===== src/rtl/gpio_alt_pkg.sv =====
package gpio_alt_pkg;
    typedef enum logic [1:0] {
        SEL_DIR  = 2'd0,
        SEL_PORT = 2'd1,
        SEL_PIN  = 2'd2,
        SEL_NONE = 2'd3
    } reg_sel_e;
endpackage


===== src/rtl/gpio_regs.sv =====
module gpio_regs
    import gpio_alt_pkg::*;
#(
    parameter int WIDTH = 8
) (
    input  logic             clk,
    input  logic             rst_n,
    input  logic [1:0]       reg_addr,
    input  logic             reg_we,
    input  logic [WIDTH-1:0] reg_wdata,
    output logic [WIDTH-1:0] dir_q,
    output logic [WIDTH-1:0] port_q
);
    typedef struct packed {
        logic [WIDTH-1:0] dir;
        logic [WIDTH-1:0] port;
    } regs_t;

    regs_t st_d, st_q;

    always_comb begin
        st_d = st_q;
        if (reg_we) begin
            case (reg_sel_e'(reg_addr))
                SEL_DIR:  st_d.dir  = reg_wdata;
                SEL_PORT: st_d.port = reg_wdata;
                default:  ;
            endcase
        end
    end

    always_ff @(posedge clk or negedge rst_n) begin
        if (!rst_n) st_q <= '0;
        else        st_q <= st_d;
    end

    assign dir_q  = st_q.dir;
    assign port_q = st_q.port;

    // a direction write is visible on the next cycle
    a_r9_dir_write: assert property (@(posedge clk) disable iff (!rst_n)
        (reg_we && reg_addr == 2'd0) |=> (dir_q == $past(reg_wdata)));
    // writes to the pin or unused address leave both registers alone
    a_r10_ro_write: assert property (@(posedge clk) disable iff (!rst_n)
        (reg_we && reg_addr[1]) |=> ($stable(dir_q) && $stable(port_q)));
endmodule


===== src/rtl/gpio_pad_ctrl.sv =====
module gpio_pad_ctrl #(
    parameter int WIDTH = 8
) (
    input  logic [WIDTH-1:0] dir_q,
    input  logic [WIDTH-1:0] port_q,
    input  logic             pull_disable,
    input  logic             sleep_mode,
    input  logic [WIDTH-1:0] pu_ovr_en,
    input  logic [WIDTH-1:0] pu_ovr_val,
    input  logic [WIDTH-1:0] dir_ovr_en,
    input  logic [WIDTH-1:0] dir_ovr_val,
    input  logic [WIDTH-1:0] val_ovr_en,
    input  logic [WIDTH-1:0] val_ovr_val,
    input  logic [WIDTH-1:0] ie_ovr_en,
    input  logic [WIDTH-1:0] ie_ovr_val,
    output logic [WIDTH-1:0] pad_oe,
    output logic [WIDTH-1:0] pad_out,
    output logic [WIDTH-1:0] pad_pullup,
    output logic [WIDTH-1:0] pad_ie
);
    for (genvar i = 0; i < WIDTH; i++) begin : g_pin
        logic oe_d;
        always_comb begin
            // register-derived pull-up: input pin, port bit set, not globally disabled
            pad_pullup[i] = pu_ovr_en[i] ? pu_ovr_val[i]
                          : ({dir_q[i], port_q[i], pull_disable} == 3'b010);
            oe_d          = dir_ovr_en[i] ? dir_ovr_val[i] : dir_q[i];
            pad_oe[i]     = oe_d;
            pad_out[i]    = (oe_d && val_ovr_en[i]) ? val_ovr_val[i] : port_q[i];
            pad_ie[i]     = ie_ovr_en[i] ? ie_ovr_val[i] : !sleep_mode;
        end
    end
endmodule


===== src/rtl/gpio_in_sync.sv =====
module gpio_in_sync #(
    parameter int WIDTH = 8
) (
    input  logic             clk,
    input  logic             rst_n,
    input  logic [WIDTH-1:0] pad_in,
    input  logic [WIDTH-1:0] pad_ie,
    output logic [WIDTH-1:0] raw_o,
    output logic [WIDTH-1:0] sync_o
);
    typedef struct packed {
        logic [WIDTH-1:0] s1;
        logic [WIDTH-1:0] s2;
    } sync_t;

    sync_t st_d, st_q;
    logic [1:0] age_d, age_q;

    always_comb begin
        raw_o   = pad_in & pad_ie;
        st_d.s1 = raw_o;
        st_d.s2 = st_q.s1;
        age_d   = (age_q == 2'd3) ? age_q : age_q + 2'd1;
    end

    always_ff @(posedge clk or negedge rst_n) begin
        if (!rst_n) begin
            st_q  <= '0;
            age_q <= '0;
        end else begin
            st_q  <= st_d;
            age_q <= age_d;
        end
    end

    assign sync_o = st_q.s2;

    // the pin value is the gated input from two edges earlier
    a_r8_two_edges: assert property (@(posedge clk) disable iff (!rst_n)
        (age_q >= 2'd2) |-> (sync_o == $past(raw_o, 2)));
    // no raw bit reaches peripherals while its input is disabled
    a_r7_raw_gated: assert property (@(posedge clk) disable iff (!rst_n)
        ((raw_o & ~pad_ie) == '0));
endmodule


===== src/rtl/gpio_altport.sv =====
module gpio_altport
    import gpio_alt_pkg::*;
#(
    parameter int WIDTH = 8
) (
    input  logic             clk,
    input  logic             rst_n,
    input  logic [1:0]       reg_addr,
    input  logic             reg_we,
    input  logic [WIDTH-1:0] reg_wdata,
    output logic [WIDTH-1:0] reg_rdata,
    input  logic             pull_disable,
    input  logic             sleep_mode,
    input  logic [WIDTH-1:0] pu_ovr_en,
    input  logic [WIDTH-1:0] pu_ovr_val,
    input  logic [WIDTH-1:0] dir_ovr_en,
    input  logic [WIDTH-1:0] dir_ovr_val,
    input  logic [WIDTH-1:0] val_ovr_en,
    input  logic [WIDTH-1:0] val_ovr_val,
    input  logic [WIDTH-1:0] ie_ovr_en,
    input  logic [WIDTH-1:0] ie_ovr_val,
    input  logic [WIDTH-1:0] pad_in,
    output logic [WIDTH-1:0] pad_oe,
    output logic [WIDTH-1:0] pad_out,
    output logic [WIDTH-1:0] pad_pullup,
    output logic [WIDTH-1:0] pad_ie,
    output logic [WIDTH-1:0] alt_din
);
    logic [WIDTH-1:0] dir_q, port_q, pin_q;

    gpio_regs #(.WIDTH(WIDTH)) u_regs (
        .clk(clk), .rst_n(rst_n), .reg_addr(reg_addr), .reg_we(reg_we),
        .reg_wdata(reg_wdata), .dir_q(dir_q), .port_q(port_q)
    );

    gpio_pad_ctrl #(.WIDTH(WIDTH)) u_ctrl (
        .dir_q(dir_q), .port_q(port_q), .pull_disable(pull_disable),
        .sleep_mode(sleep_mode),
        .pu_ovr_en(pu_ovr_en), .pu_ovr_val(pu_ovr_val),
        .dir_ovr_en(dir_ovr_en), .dir_ovr_val(dir_ovr_val),
        .val_ovr_en(val_ovr_en), .val_ovr_val(val_ovr_val),
        .ie_ovr_en(ie_ovr_en), .ie_ovr_val(ie_ovr_val),
        .pad_oe(pad_oe), .pad_out(pad_out), .pad_pullup(pad_pullup),
        .pad_ie(pad_ie)
    );

    gpio_in_sync #(.WIDTH(WIDTH)) u_sync (
        .clk(clk), .rst_n(rst_n), .pad_in(pad_in), .pad_ie(pad_ie),
        .raw_o(alt_din), .sync_o(pin_q)
    );

    always_comb begin
        case (reg_sel_e'(reg_addr))
            SEL_DIR:  reg_rdata = dir_q;
            SEL_PORT: reg_rdata = port_q;
            SEL_PIN:  reg_rdata = pin_q;
            default:  reg_rdata = '0;
        endcase
    end

    // without a pull-up override an output pin never has its pull-up on
    a_r2_no_pull_on_output: assert property (@(posedge clk) disable iff (!rst_n)
        ((~pu_ovr_en & dir_q & pad_pullup) == '0));
    // without a direction override the driver follows the direction register
    a_r4_oe_from_dir: assert property (@(posedge clk) disable iff (!rst_n)
        ((~dir_ovr_en & (pad_oe ^ dir_q)) == '0));
endmodule


===== config.mk =====
export PLATFORM = sky130hd
export DESIGN_NAME = gpio_altport
export DESIGN_NICKNAME = d
export VERILOG_FILES = /design/src/rtl/gpio_alt_pkg.sv /design/src/rtl/gpio_regs.sv /design/src/rtl/gpio_pad_ctrl.sv /design/src/rtl/gpio_in_sync.sv /design/src/rtl/gpio_altport.sv
export SDC_FILE = /design/constraint.sdc
export NUM_CORES = 1
export LEC_CHECK = 0
export ABC_AREA = 1
export ABC_CLOCK_PERIOD_IN_PS = 800
export BUFFER_PORTS_ARGS = -buffer_cell sky130_fd_sc_hd__buf_2
export CORE_AREA = 2 2 70 86
export DETAILED_ROUTE_END_ITERATION = 10
export DIE_AREA = 0 0 72 88
export GPL_TIMING_DRIVEN = 1
export HOLD_SLACK_MARGIN = 0.1
export PLACE_DENSITY = 0.86
export SETUP_SLACK_MARGIN = 0.3
export SYNTH_ARGS = -nofsm -noshare
export SYNTH_HDL_FRONTEND = slang
export SYNTH_SLANG_ARGS = --single-unit

===== constraint.sdc =====
create_clock -name clk -period 0.8 [get_ports clk]
set_input_delay 0.04 -clock clk [delete_from_list [all_inputs] [get_ports clk]]
set_output_delay 0.04 -clock clk [all_outputs]
set_load 0.03 [all_outputs]

==> results of run 1 <==
## cell families after synthesis
family | Yosys count
AO/OA/AOI/OAI | 40
buffers and inverters | 62
flip-flops | 32
AND/OR/NAND/NOR | 149
## per-stage QoR
stage | instance area, um^2 | hold slack (ns) | setup TNS [ns]
floorplan | 2519 | -0.2556 | -0.2396
global placement | 3213 | 0.01279 | -4.866
detailed placement | 3213 | 0.01020 | -5.720
CTS | 4039 | 0.007914 | -10.36
global route | 4330 | 0.01815 | -13.15
finish | 4330 | 0.02958 | -11.20
## state kept, by name, indices dropped and copies added (netlist names)
signal / cells
u_sync.st_d: 8
u_regs.dir_q: 8
u_sync.sync_o: 8
u_regs.port_q: 8
## Yosys cell counts
| cell | count |
|---|---|
| nand2_1 | 110 |
| inv_1 | 42 |
| dfrtp_1 | 32 |
| nand3_1 | 32 |
| buf_4 | 16 |
| o21ai_0 | 16 |
| o211a_1 | 8 |
| o21a_1 | 8 |
| o21ai_2 | 8 |
| nand2_2 | 3 |
| buf_6 | 2 |
| nor2_4 | 2 |
| clkbuf_1 | 1 |
| inv_2 | 1 |
| nand2_4 | 1 |
| nor2_1 | 1 |
## power by group
group | switching (mW) | leakage (nW) | internal, mW | total, mW
clock | 0.584 | 0.0552 | 0.924 | 1.51
combinational | 1.70 | 1.86 | 1.55 | 3.26
sequential | 0.195 | 0.396 | 1.81 | 2.01
## path summary, 6_finish.rpt
path | endpoint | startpoint | cells past startpoint
setup reg to reg | u_regs.port_q[6]$_DFFE_PN0P_ | u_regs.port_q[6]$_DFFE_PN0P_ | 5
setup / recovery | pad_pullup[2] | u_regs.dir_q[2]$_DFFE_PN0P_ | 4
hold / removal | u_regs.port_q[4]$_DFFE_PN0P_ | reg_wdata[4] | 3
min in group asynchronous | u_regs.port_q[3]$_DFFE_PN0P_ | rst_n | 3
hold reg to reg | u_sync.sync_o[1]$_DFF_PN0_ | u_sync.st_d[1]$_DFF_PN0_ | 0
max in group asynchronous | u_regs.port_q[7]$_DFFE_PN0P_ | rst_n | 3
## worst register-to-register path, cell delays in order (launching register included)
cell and delay [ns]:
dfrtp_1 0.42, buf_6 0.14, buf_6 0.10, buf_6 0.10
nand2_2 0.05, o21ai_2 0.04
## per-layer routing
layer,GRT usage [%],part of all wire [%]
met1,21.84,32
met2,46.55,60
met3,5.524,5.9
met4,5.489,1.5
met5,0,0
## repair_timing
| action | CTS | global route |
|---|---|---|
| setup buffers | 13 | 9 |
| pin swaps | 43 | 26 |
| setup endpoints to repair | 64 | 64 |
| endpoints found under the hold margin | 48 | 16 |
| resized for setup | 188 | 70 |
| cloned | 0 | 0 |
## area by class of cell
class | count | share of cell area (%)
Sequential cell | 32 | 18.67
Timing Repair Buffer | 177 | 34.30
Multi-Input combinational cell | 189 | 37.47
Inverter | 43 | 5.230
Clock buffer | 6 | 1.676
Tap cell | 64 | 1.849
Clock inverter | 2 | 0.8090
==> key figures, run 1 <==
Outcome
  – Result of the run: complete, but fails checks
  – Violated checks: negative setup slack

Layout
  – Multi-input logic area: 1623 um^2
  – Area used by sequential logic in the layout: 808.3 um^2
  – Number of fillers in the final layout: 323
  – Diode insertion count for antenna repair: 0
  – Post-synthesis to final-layout area growth: 113.5%
  – Most used cells in the layout excluding fill and tap cells: buf_2 (75), buf_6 (63), nand2_2 (45), nand2_1 (43), buf_4 (27)
  – Post-Route Utilization: 78.48%
  – Proportion of layout cells with a drive suffix above 1: 75.06%
  – Non-filler instance count after layout: 513
  – Most common library cell in the layout ignoring fill and taps: buf_2
  – Final-stage net count: 535

Routing
  – Via count: 2517
  – Via density: 4.906
  – Number of nets still failing antenna checks after routing: 0
  – Drt wl/cell: 14.73 um
  – Iteration-0 DRC Markers: 63
  – First drt pass iteration count: 4
  – DRC violations left: 0
  – Post-Route WL: 7557 um

GRT
  – Remaining global-route overflow: 0
  – Antenna violations before repair: 0
  – Maximum number of pins on one net before global-route repair: 33
  – All-layer global routing usage: 22.53%
  – Vias in the first global route: 2578
  – Wire length of the first global-routing pass: 11140 um

Setup path
  – Worst setup slack for register-to-register paths: -0.18 ns
  – Kind of end point of the critical path: output port
  – Sequence of cells on the critical path: inv_2 -> nand3_2 -> o21ai_4 -> buf_6
  – Category of cells accounting for the largest share of critical-path delay: flip-flops
  – Required arrival time at the worst endpoint: 0.76 ns
  – Delay of the slowest cell on the worst path: 0.42 ns
  – Type of the worst setup path: register to output port
  – Slowest cell on the critical path: dfrtp_1
  – Endpoint arrival time on the critical path: 1.17 ns
  – Worst-path maximum fanout: 3
  – Worst Setup Start Kind: register
  – Bufs and invs on worst path: 2

Die
  – Die outline height: 88 um
  – Placeable core area: 5518 um^2
  – Initial core utilization: 36.76%
  – Area of the die: 6336 um^2
  – I/O pin cnt: 135
  – Horizontal die dimension: 72 um
  – Number of core rows: 30

Placement
  – Post-placement cell count: 482
  – Worst setup timing slack at the placement stage: -0.2195 ns
  – Last weighted congestion value of the routability-driven placer: 0.7521
  – HPWL after detailed placement: 4486 um
  – Number of port buffers: 134

Timing
  – Least setup slack across all paths after layout: -0.4101 ns
  – Headroom to the max-slew limit: 83.38%
  – Fraction of the cycle the final worst path needs: 151.3%
  – Worst Clk Skew: 0.0004788 ns
  – Final max-slew violation count: 0
  – Count of endpoints failing setup in the final report: 36
  – Final Hold Vio Count: 0
  – Unrepaired setup endpoints after global routing: yes
  – Fmax: 826.4 MHz
  – Slew at the pin closest to its max-slew limit: 0.2492 ns
  – Final period demand of the worst path: 1.210 ns

Pwr
  – Maximum vdd drop: 1047 uV
  – Power density of the placed cells: 1563 nW/um^2
  – Overall power after layout: 6.769 mW
  – Leak: 2.312 nW

Synthesis
  – Nets in the synthesized netlist: 370
  – Post-Synth XOR/XNOR Area: 0%
  – Simple logic cell fraction of the synthesized area: 31.03%
  – Synth Instances: 283
  – Multiplexer share of the synthesized area: 0%
  – Fraction of post-synthesis cell area in the top cell type by area: 39.48%
  – Dominant combinational cell family by area after synthesis: simple AND/OR/NAND/NOR gates
  – Fraction of the mapped netlist area in compound gates: 14.31%
  – Most area-hungry cell type in the Yosys netlist: dfrtp_1
  – Number of storage elements in the synthesis netlist: 32
  – Distinct cells, synth: 16
  – Biggest area contributors in the synthesized netlist: dfrtp_1 (39%), nand2_1 (20%), nand3_1 (7.9%), inv_1 (7.8%), buf_4 (5.9%)
  – Avg Cell Area, Syn: 7.167 um^2
  – Adder and majority gate portion of the synthesized area: 0%
  – Netlist Area Pre-Place: 2028 um^2
  – Count of warnings emitted by yosys: 0
  – Seq/Total Area, Yosys: 39.48%

Clocking
  – Clock latency on the worst-skew pair: 0.28 ns
  – Hold-fix buffers at CTS: 1
  – Number of CTS-inserted buffers: 5
  – Worst-path clk slew: 0.07 ns
  – Htree depth: 2
  – Sinks on Clock Net: 32
  – Root Driver: clkbuf_8
  – TritonCTS clock tree: yes
  – Maximum clock insertion buffer count: 2

Run
  – Max capacitance violation total: 0

Worst hold path
  – Path class of the lowest-slack min-delay path: input port to register
(Power assumes the default switching activity.)
==> inputs of run 2 (changes only) <==
ABC_AREA = not set   (was 1)
CORE_AREA = 2 2 74 76   (was 2 2 70 86)
DIE_AREA = 0 0 76 78   (was 0 0 72 88)
==> run 2 against run 1 <==
  * The run ends with negative hold slack, negative setup slack left
  * Total power up 2.1%
  * Via count down 17%
  * Worst setup slack worse by 0.35 ns
  * Register-to-register slack worse by 0.06 ns
  * Count of clock-buffer cells in the layout up 2
  * Clock power down 11%
  * First-iteration DRC count up 22%
  * Synthesized cell count down 38%
  * Core utilization down 2.8 points
  * Hold slack worse by 0.032 ns
  * Sequential power about the same
  * Largest power group unchanged
  * Highest routed layer unchanged
==> key figures, run 2 <==
Outcome
  – Result of the run: complete, but fails checks (unchanged)
  – Violated checks: negative hold slack, negative setup slack (was negative setup slack)

Clocking
  – Htree depth: 2 (unchanged)
  – Worst-path clk slew: 0.07 ns (about the same)
  – Sinks on Clock Net: 32 (unchanged)
  – TritonCTS clock tree: yes (unchanged)
  – Number of CTS-inserted buffers: 5 (unchanged)
  – Hold-fix buffers at CTS: 1 (unchanged)
  – Maximum clock insertion buffer count: 2 (unchanged)
  – Clock latency on the worst-skew pair: 0.29 ns (was 0.28 ns)
  – Root Driver: clkbuf_8 (unchanged)

Layout
  – Most common library cell in the layout ignoring fill and taps: buf_2 (unchanged)
  – Final-stage net count: 421 (was 535)
  – Post-synthesis to final-layout area growth: 110.9% (was 113.5%)
  – Most used cells in the layout excluding fill and tap cells: buf_2 (77), buf_6 (70), dfrtp_1 (30), mux2_4 (27), nand2_1 (17) (was buf_2 (75), buf_6 (63), nand2_2 (45), nand2_1 (43), buf_4 (27))
  – Non-filler instance count after layout: 406 (was 513)
  – Proportion of layout cells with a drive suffix above 1: 82.69% (was 75.06%)

GRT
  – Maximum number of pins on one net before global-route repair: 33 (unchanged)
  – Antenna violations before repair: 1 (was 0)
  – Vias in the first global route: 2108 (was 2578)
  – Remaining global-route overflow: 0 (unchanged)
  – Wire length of the first global-routing pass: 10320 um (was 11140 um)
  – All-layer global routing usage: 22.92% (was 22.53%)

Synthesis
  – Avg Cell Area, Syn: 10.34 um^2 (was 7.167 um^2)
  – Fraction of post-synthesis cell area in the top cell type by area: 44.26% (was 39.48%)
  – Most area-hungry cell type in the Yosys netlist: dfrtp_1 (unchanged)
  – Netlist Area Pre-Place: 1809 um^2 (was 2028 um^2)
  – Number of enable flip-flop cells after synthesis: 0 (unchanged)
  – Biggest area contributors in the synthesized netlist: dfrtp_1 (44%), mux2_2 (20%), mux2i_1 (8.3%), buf_4 (7.1%), nand2_1 (6.8%) (was dfrtp_1 (39%), nand2_1 (20%), nand3_1 (7.9%), inv_1 (7.8%), buf_4 (5.9%))
  – Cell with the most instances after synthesis: nand2_1 (unchanged)
  – Synth Instances: 175 (was 283)
  – Proportion of synthesized flip-flops having asynchronous set or reset: 100.0% (unchanged)
  – Predominant post-synthesis flop cell: dfrtp_1 (unchanged)
  – Seq/Total Area, Yosys: 44.26% (was 39.48%)
  – Distinct cells, synth: 14 (was 16)
  – Nets in the synthesized netlist: 262 (was 370)
  – Number of storage elements in the synthesis netlist: 32 (unchanged)
  – Synth cell count leaders: nand2_1 (33), dfrtp_1 (32), mux2_2 (32), buf_4 (17), o21ai_0 (17) (was nand2_1 (110), inv_1 (42), dfrtp_1 (32), nand3_1 (32))
  – Count of warnings emitted by yosys: 0 (unchanged)

Timing
  – Final Hold Vio Count: 2 (was 0)
  – Count of endpoints failing setup in the final report: 48 (was 36)
  – Fmax: 639.3 MHz (was 826.4 MHz)
  – Worst Clk Skew: 0.006411 ns (was 0.0004788 ns)
  – Unrepaired setup endpoints after global routing: yes (unchanged)
  – Final period demand of the worst path: 1.564 ns (was 1.210 ns)
  – Slew at the pin closest to its max-slew limit: 0.4615 ns (was 0.2492 ns)
  – Headroom to the max-slew limit: 69.23% (was 83.38%)
  – Fraction of the cycle the final worst path needs: 195.5% (was 151.3%)
  – Final max-slew violation count: 0 (unchanged)
  – Minimum hold slack: -0.002752 ns (was 0.02958 ns)
  – Least setup slack across all paths after layout: -0.7641 ns (was -0.4101 ns)

Setup path
  – Slowest cell on the critical path: dfrtp_1 (unchanged)
  – Required arrival time at the worst endpoint: 0.76 ns (about the same)
  – Cell seen most often among critical-path stages: mux2_4
  – Category of cells accounting for the largest share of critical-path delay: multiplexers (was flip-flops)
  – Worst-path maximum fanout: 2 (was 3)
  – Kind of end point of the critical path: output port (unchanged)
  – Delay of the slowest cell on the worst path: 0.40 ns (was 0.42 ns)
  – Endpoint arrival time on the critical path: 1.52 ns (was 1.17 ns)
  – Worst Setup Start Kind: register (unchanged)
  – Sequence of cells on the critical path: mux2_4 -> nand2_2 -> mux2_4 -> buf_6 (was inv_2 -> nand3_2 -> o21ai_4 -> buf_6)
  – Type of the worst setup path: register to output port (unchanged)
  – Bufs and invs on worst path: 1 (was 2)

Pwr
  – Net Switching: 2.547 mW (was 2.483 mW)
  – Part of the total power dissipated in sequential elements: 29.6% (about the same)
  – Leak: 1.890 nW (was 2.312 nW)
  – Maximum vdd drop: 1558 uV (was 1047 uV)
  – Share of total power in combinational logic: 50.8% (was 48.1%)
  – Overall power after layout: 6.911 mW (was 6.769 mW)
  – Fraction of power consumed by the clock network: 19.6% (was 22.3%)
  – Fraction of power spent switching nets: 36.85% (was 36.69%)
  – Power density of the placed cells: 1811 nW/um^2 (was 1563 nW/um^2)
  – Int Pwr: 4.364 mW (was 4.286 mW)

Placement
  – Last weighted congestion value of the routability-driven placer: 0.7352 (was 0.7521)
  – Post-placement cell count: 377 (was 482)
  – Worst setup timing slack at the placement stage: -0.4109 ns (was -0.2195 ns)
  – Number of port buffers: 134 (unchanged)
  – HPWL after detailed placement: 4059 um (was 4486 um)

Routing
  – First drt pass iteration count: 4 (unchanged)
  – Iteration-0 DRC Markers: 77 (was 63)
  – Via density: 5.170 (was 4.906)
  – Post-Route WL: 8993 um (was 7557 um)
  – DRC violations left: 0 (unchanged)
  – Number of nets still failing antenna checks after routing: 0 (unchanged)
  – Via count: 2099 (was 2517)
  – Drt wl/cell: 22.15 um (was 14.73 um)

Worst hold path
  – Path class of the lowest-slack min-delay path: input port to register (unchanged)

Die
  – Number of core rows: 26 (was 30)
  – Placeable core area: 5042 um^2 (was 5518 um^2)
  – Horizontal die dimension: 76 um (was 72 um)
  – Initial core utilization: 35.88% (was 36.76%)
  – Die outline height: 78 um (was 88 um)
  – I/O pin cnt: 135 (unchanged)
  – Area of the die: 5928 um^2 (was 6336 um^2)

Run
  – Max capacitance violation total: 0 (unchanged)
==> run 2: kinds of logic (layout without fill, tap and decap cells) <==
group,count (synthesis),in the layout,synth area share (%)
AND/OR/NAND/NOR,52,52,13.28
multiplexers,47,47,28.22
flip-flops,32,32,44.26
buffers and inverters,27,187,9.544
AO/OA/AOI/OAI,17,17,4.703
other,0,1,0
==> run 2: worst paths after layout <==
kind | endpoint | cells after the start | slack (ns) | from
min in group asynchronous | u_sync.st_d[7]$_DFF_PN0_ | 3 | 0.29 | rst_n
min reg2reg | u_sync.sync_o[5]$_DFF_PN0_ | 0 | 0.35 | u_sync.st_d[5]$_DFF_PN0_
max | pad_out[0] | 4 | -0.76 | u_regs.dir_q[0]$_DFFE_PN0P_
max reg2reg | u_regs.dir_q[5]$_DFFE_PN0P_ | 3 | -0.24 | u_regs.dir_q[5]$_DFFE_PN0P_
max in group asynchronous | u_regs.port_q[2]$_DFFE_PN0P_ | 3 | 0.32 | rst_n
min | u_regs.port_q[6]$_DFFE_PN0P_ | 2 | -0.003 | reg_wdata[6]
==> run 2: metal layers <==
layer | vias to the layer above | track usage [%] | share of wire (%)
met4 | 0 | 12.91 | 6.3
met5 | - | 0 | 0
li1 | 887 | - | -
met3 | 41 | 6.047 | 7.0
met2 | 166 | 45.36 | 55
met1 | 1005 | 20.99 | 32
==> run 2: what timing repair did <==
action / in CTS / in global routing
pin swaps: 11 / 27
endpoints found under the hold margin: 56 / 23
gates resized for setup: 131 / 63
setup endpoints to repair: 64 / 65
cloned: 0 / 0
setup buffers: 5 / 14
==> run 2: worst reg2reg max path: stages (launching register included) <==
cell and delay (ns):
dfrtp_1 0.40, buf_4 0.14, buf_6 0.12, mux2_2 0.26
==> run 2: area by class of cell <==
type	count	area [um^2]
Tap cell	70	87.58
Antenna cell	1	2.502
Timing Repair Buffer	172	1449
Sequential cell	32	803.3
Clock buffer	8	90.09
Fill cell	265	1226
Multi-Input combinational cell	116	1358
Inverter	7	26.28
==> run 2: metrics by stage <==
step	cell area (um^2)	TNS, ns	util, %
4_1_cts	3460	-17.01	68.61
6_report	3816	-19.46	75.68
3_3_place_gp	2885	-9.429	57.22
5_1_grt	3816	-20.95	75.68
3_5_place_dp	2885	-10.24	57.22
2_1_floorplan	2168	-4.795	-
==> run 2: power groups by stage <==
stage	logic, mW	registers [mW]	clock network [mW]
CTS	2.92	1.97	1.28
floorplan	1.63	1.97	0
global placement	2.26	1.99	0
finish	3.51	2.04	1.35
global route	3.65	2.06	1.41
detailed placement	2.32	2.00	0
